`src/rtl/split64_bridge.sv`:
```
module split64_bridge #(
  parameter int NUM_REGS = 4,
  parameter int NUM_CNT  = 7,
  parameter int STEP_W   = 16,
  localparam int NUM_ENT = NUM_REGS + NUM_CNT,
  localparam int IDX_W   = $clog2(NUM_ENT),
  localparam int ADDR_W  = IDX_W + 1
) (
  input  logic                      clk,
  input  logic                      rst_n,
  input  logic                      req_valid,
  output logic                      req_ready,
  input  logic                      req_write,
  input  logic [ADDR_W-1:0]         req_addr,
  input  logic [31:0]               req_wdata,
  output logic                      rsp_valid,
  output logic [31:0]               rsp_rdata,
  input  logic [NUM_CNT-1:0]        cnt_inc,
  input  logic [NUM_CNT*STEP_W-1:0] cnt_step
);

  logic [NUM_ENT-1:0][63:0] ent_q;
  logic [31:0]              stage_q;
  logic [31:0]              snap_q;
  logic                     snap_vld_q;
  logic [IDX_W-1:0]         snap_idx_q;

  wire             rd_en   = req_valid & ~req_write;
  wire             wr_en   = req_valid &  req_write;
  wire [IDX_W-1:0] idx     = req_addr[ADDR_W-1:1];
  wire             lo_half = req_addr[0];
  wire             in_rng  = {1'b0, idx} < (IDX_W+1)'(NUM_ENT);
  wire             commit  = wr_en & lo_half & in_rng;

  logic [63:0] cur;
  always_comb begin
    cur = '0;
    for (int e = 0; e < NUM_ENT; e++)
      if (in_rng && idx == IDX_W'(e)) cur = ent_q[e];
  end

  wire        snap_hit = snap_vld_q && snap_idx_q == idx;
  wire [31:0] rd_word  = !lo_half ? cur[63:32] : (snap_hit ? snap_q : cur[31:0]);

  assign req_ready = 1'b1;

  always_ff @(posedge clk) begin
    if (!rst_n) begin
      stage_q    <= '0;
      snap_q     <= '0;
      snap_vld_q <= 1'b0;
      snap_idx_q <= '0;
      rsp_valid  <= 1'b0;
      rsp_rdata  <= '0;
    end else begin
      rsp_valid <= rd_en;
      if (rd_en) rsp_rdata <= rd_word;
      if (wr_en) stage_q <= lo_half ? 32'h0 : req_wdata;
      if (rd_en && !lo_half) begin
        snap_q     <= cur[31:0];
        snap_vld_q <= 1'b1;
        snap_idx_q <= idx;
      end else if (rd_en && lo_half) begin
        snap_vld_q <= 1'b0;
      end
    end
  end

  for (genvar e = 0; e < NUM_ENT; e++) begin : g_ent
    wire hit = commit && idx == IDX_W'(e);
    if (e < NUM_REGS) begin : g_reg
      always_ff @(posedge clk) begin
        if (!rst_n)   ent_q[e] <= '0;
        else if (hit) ent_q[e] <= {stage_q, req_wdata};
      end
    end else begin : g_cnt
      localparam int C = e - NUM_REGS;
      wire [63:0] step = 64'(cnt_step[C*STEP_W +: STEP_W]);
      always_ff @(posedge clk) begin
        if (!rst_n)          ent_q[e] <= '0;
        else if (hit)        ent_q[e] <= {stage_q, req_wdata};
        else if (cnt_inc[C]) ent_q[e] <= ent_q[e] + step;
      end
    end
  end

endmodule

```
`config.mk`:
```
export PLATFORM = sky130hd
export DESIGN_NAME = split64_bridge
export DESIGN_NICKNAME = d
export VERILOG_FILES = /design/src/rtl/split64_bridge.sv
export SDC_FILE = /design/constraint.sdc
export NUM_CORES = 2
export LEC_CHECK = 0
export BUFFER_PORTS_ARGS = -buffer_cell sky130_fd_sc_hd__buf_2
export CAP_MARGIN = 30
export CORE_MARGIN = 1.5
export CORE_UTILIZATION = 33
export DETAILED_ROUTE_END_ITERATION = 6
export PLACE_DENSITY = 0.62
export SLEW_MARGIN = 25
export SYNTH_ARGS = -nofsm -noshare
export SYNTH_HDL_FRONTEND = slang
export SYNTH_SLANG_ARGS = --single-unit
```
`constraint.sdc`:
```
create_clock -name clk -period 3.1 [get_ports clk]
set_clock_uncertainty 0.15 [all_clocks]
set_input_delay 0.62 -clock clk [delete_from_list [all_inputs] [get_ports clk]]
set_output_delay 0.62 -clock clk [all_outputs]
set_load 0.005 [all_outputs]
```
Yosys cells after proc, flatten, opt, wreduce, memory -nomap -nowiden. Index checks and enable logic that the tools add are counted.

Flip-flop bits (word level): 806. Output and inout bits: 34. Input port bits: 160. Logic and storage cells: 106.

Equality and inequality tests: 11. Add/sub/neg operators: 7. Bitwise operators: 5. Reduce and logical (&&, ||, !) cells: 35. Order comparisons: 1. Mux-type cells: 30.

Operators by type and width (number): 2-to-1 mux 64 bit (25); adder 64 x 16 -> 64 bit (7); 2-to-1 mux 32 bit (3); logical AND 1 bit (25); equality test 4 x 3 -> 1 bit, second input constant (4); nonzero test 2 bit (8); equality test 4 bit, second input constant (3); equality test 4 x 2 -> 1 bit, second input constant (2); bitwise AND 1 bit (4); equality test 4 x 1 -> 1 bit, second input constant (1); equality test 4 bit (1); zero test 4 bit (1); < comparator 4 bit, second input constant (1); 2-to-1 mux 1 bit (2); zero test 1 bit (1); NOT 1 bit (1).

Depth between registers and ports, before layout.
Word-level depth: 15. Mapped depth: 12. Gate-level depth less buffers: 11.

Worst setup path after synthesis. Ideal clock, no wire load.

Kind: in2reg. From: input cnt_step[32]. To: register ent_q[424] (netlist bit). Path buffers: 1. Cell stages on the path: 12. Slack: -213 ps. Arrival: 3078 ps. Required time: 2864 ps. Library setup time: 86 ps. Path through: ha_1 -> inv_1 -> fa_1 -> nand2b_1 -> a211oi_1 -> nor3_1 -> o31ai_1 -> nand2b_1 -> clkbuf_1 -> nor4_1 -> xnor2_1 -> a211oi_1.

Cells in the longest elaborated chain, start to end: 3.

RTL lines: start, declared (line 19) `input logic [NUM_CNT*STEP_W-1:0] cnt_step`; adder 64 x 16 -> 64 bit (line 82) `else if (cnt_inc[C]) ent_q[e] <= ent_q[e] + step;`; 2-to-1 mux 64 bit (line 82); 2-to-1 mux 64 bit (line 81) `else if (hit) ent_q[e] <= {stage_q, req_wdata};`; end signal, assigned by index (line 81); end signal, assigned by index (line 82); end, declared (line 22) `logic [NUM_ENT-1:0][63:0] ent_q;`.

No other way between the ends. The select of a mux whose other input is x is not followed. A chain may end at the register's enable or synchronous reset.

Final worst setup path.
From: register ent_q[448] (netlist bit). To: register ent_q[488] (netlist bit).

Cells in the longest elaborated chain, start to end: 3.

RTL lines (line): adder 64 x 16 -> 64 bit (82); 2-to-1 mux 64 bit (82); 2-to-1 mux 64 bit (81).

No other way between the ends. The select of a mux whose other input is x is not followed.

==> results.md <==
* Synth Cell Area at 45000 µm²
* DRC at 2
* CTS root buffer: clkbuf_16
* Sequential share of the synthesized area at 35.8%
* GP Congestion at 0.991
* Switch Pwr at 8.03 mW
* Num CTS Buffers at 89
* Vias in the first global route at 44700
* Post-synth ARST share at 0%
* Final hold violation count at 0
* Sw Ratio at 29.4%
* Clock share of power at 40.4%
* DRT iter0 DRCs at 6190
* Most used cell, CP: buf_4
* Post-layout util at 41.6%
* Global-route wire length before repair at 296 mm
* Fillers at 13700
* Post-DP HPWL at 152 mm
* Die Span Y at 372 µm
* Post-Syn Nets at 6135
* Seq pwr share at 40.7%
* Global Route Usage Sum at 28.4%
* Leak pwr at 20.9 nW
* Comb power frac at 18.9%
* Clock Path Buffers at 3
* Hold WC Path Type: in -> reg
* Antenna violations before repair at 12
* Worst r2r path cells at 15
* CP max stage delay at 390 ps
* Main synth FF type: dfxtp_1
* Worst slew margin at 27.0%
* Power Density at 485 nW/µm²
* IO Pins at 194
* WL per Instance at 24.8 µm
* Largest net degree at the start of global routing at 120
* Worst Path Arrival at 3400 ps
* Setup crit start: ent_q[448]
* CTS Sinks at 806
* Hold depth at 3
* Synth-to-Final Area Change at 25.0%
* Ys Warns at 0
* Final nets at 6652
* Die width at 372 µm
* Crit-path cells: ha_2 > inv_1 > fa_1 > nor2b_2 > o31a_1 > o211ai_1 > buf_4 > o211ai_1 > buf_4 > nand4bb_4 > buf_12 > buf_4 > nor2_1 > xnor2_1 > a21oi_1
* Final Non-Filler Cells at 8224
* ANT nets after route at 0
* Drt first pass iters at 7
* Starting Density at 33.3%
* Row cnt at 135
* Clock slew at reported path FFs at 60 ps
* Final worst path period need at 3010 ps
* Mapped Cells at 5856
* Register-to-register setup slack at 90 ps
* WP buf/inv at 5
* CP required at 3480 ps
* Fin crit share at 97.2%
* Netlist cell types at 89
* Max-slew violation count at 0
* Most frequent cells in the layout: dfxtp_1, nand2_1, a21oi_1
* Hold Startpoint: req_wdata[27]
* Design area at 56300 µm²
* RSZ-0062 raised after global routing: yes
* Final setup vio count at 0
* Setup CP Type: reg -> reg
* Dpl cells at 8050
* Number of max-cap violations at 0
* Via count at 48300
* Crit Path Max Fanout at 7
* Synthesized flop and latch total at 806
* Element type at the critical path end: flip-flop
* Cell Area, Placed at 52900 µm²
* Vias per Instance at 5.87
* Clock Latency Late Sink at 670 ps
* R2r startpoint: ent_q[448]
* CTS tree: built
* Max Freq at 0.332 GHz
* Post-Route WL at 204 mm
* Internal power at 19.3 mW
* Hold Crit Endpoint: ent_q[27]
* Worst path slowest cell: fa_1
* Outcome: finished with violations
* Share of layout cells above drive strength 1 at 18.2%
* Violated checks: DRC
* Post-CTS Hold Fix Bufs at 0
* Port buffer count at 192
* Commonest non-fill, non-tap cell in the layout: dfxtp_1
* Max VDD drop at 0.380 mV
* Total die area at 139000 µm²
* Family with the most delay on the worst path: buffers and inverters
* CP startpoint kind: flip-flop
* Worst-margin pin slew at 1090 ps
* Htree depth at 3
* RR Endpoint: ent_q[488]
* Gr ovfl total at 0
* Area of the core at 135000 µm²
* Post-synth EDFFs at 0
* Syn_area_per_cell at 7.69 µm²
==> how the worst max path moves through the flow <==
| stage | endpoint | slack [ps] | depth (start not counted) |
|---|---|---|---|
| after floorplan | ent_q[573] | 9 | 9 |
| after global placement | ent_q[306] | -880 | 13 |
| after detailed placement | ent_q[280] | -620 | 14 |
| after CTS | ent_q[378] | 7 | 12 |
| after global routing | ent_q[498] | -30 | 13 |
| final | ent_q[488] | 90 | 15 |
==> what timing repair did <==
item,4_1_cts,5_1_grt
setup buffers,1,11
cloned,0,1
pin swaps,6,24
resized for setup,12,55
endpoints found under the setup margin,24,108
==> power groups by stage <==
stage / Sequential [mW] / Combinational (mW) / Clock [mW]
finish: 11.1 / 5.18 / 11.0
global route: 11.1 / 5.56 / 11.5
CTS: 11.1 / 5.01 / 11.1
detailed placement: 11.3 / 4.97 / 0
global placement: 11.3 / 4.90 / 0
floorplan: 11.1 / 2.82 / 0
==> worst reg2reg max path: cells and delay by family, from the launching register on <==
kind            cells  cell delay [ps]
fa+ha+maj           2              580
compound gates      4              520
simple gates        3              440
buf+inv             5              730
xor+xnor            1              140
flops               1              340
==> through the flow <==
step | total power [mW] | hold WS (ps) | setup WS [ps] | setup TNS [ps]
after floorplan | 13.9 | 283 | 8.88 | 0
after global placement | 16.2 | 289 | -879 | -122450
after detailed placement | 16.3 | 296 | -624 | -145900
after CTS | 27.2 | 204 | 7.38 | 0
after global routing | 28.2 | 244 | -30.6 | -159
final | 27.3 | 254 | 86.6 | 0
==> flip-flops by register name, summed over array words and instances (netlist names) <==
register,count
snap_vld_q,1
stage_q,32
rsp_rdata,32
snap_q,32
ent_q,704
snap_idx_q,4
rsp_valid,1
==> Yosys cell counts, types with 6 or more instances <==
library cell,instances,share of area [%]
o21a_1,22,0.37
o221ai_1,8,0.16
or2_2,13,0.18
o21ai_0,426,4.7
and2_1,30,0.42
nor2_1,446,3.7
ha_1,112,3.1
a21o_1,40,0.67
o2111ai_1,10,0.19
a211o_1,7,0.14
o31ai_1,15,0.25
a311oi_1,21,0.41
xor2_1,142,2.8
a22oi_1,146,2.4
nor3b_1,7,0.12
a22o_1,41,0.80
nand3_1,135,1.5
and4_1,42,0.82
nor2b_1,33,0.46
fa_1,7,0.31
nand2b_1,21,0.29
mux2_2,6,0.15
or3_1,34,0.47
nor4bb_1,6,0.13
a222oi_1,34,0.76
a31oi_1,39,0.54
xnor2_1,254,4.9
a221oi_1,39,0.76
a21oi_1,745,8.3
mux2i_1,85,1.9
a211oi_1,171,2.8
clkbuf_1,418,3.5
nand2_1,777,6.5
a2111oi_0,10,0.19
o211ai_1,33,0.55
inv_1,107,0.89
nand4_1,93,1.3
o22ai_1,57,0.79
and3_1,86,1.2
nor4_1,60,0.83
nor3_1,114,1.3
dfxtp_1,806,36
o21bai_1,12,0.20
buf_1,39,0.32
buf_2,18,0.20
==> cell type report <==
cell class | instances | area [µm²] | area share, %
inverters | 110 | 420 | 0.747
diodes | 4 | 10.0 | 0.0178
flip-flops and latches | 806 | 16100 | 28.7
clock buffers | 136 | 2770 | 4.92
well taps | 1781 | 2230 | 3.96
multi-input cells | 4461 | 27200 | 48.4
clock inverters | 21 | 199 | 0.353
repair buffers | 905 | 7310 | 13.0
==> per-layer routing <==
metal  up-vias  GRT usage [%]  routed length (µm)  share of wire (%)
met5         -              0                  58              0.028
met4        10           15.0               12200                6.0
met3       498           5.04               22200                 11
met2      2591           42.0               85100                 42
met1     23100           39.0               84100                 41
li1      22200              -                   -                  -
==> cell families (layout without fill, tap and decap cells) <==
kind of cell / count (synthesis) / in the layout / share of synthesized area [%]
and+or+nand+nor: 1932 / 1932 / 19.9
AOI/OAI and AO/OA: 1918 / 1918 / 25.9
DFF: 806 / 806 / 35.8
buffers and inverters: 589 / 1172 / 4.99
xor gates and xnor gates: 396 / 396 / 7.70
adders and majority gates: 119 / 119 / 3.42
muxes: 95 / 95 / 2.24
other: 1 / 5 / 0.00832
(Power assumes the default switching activity.)
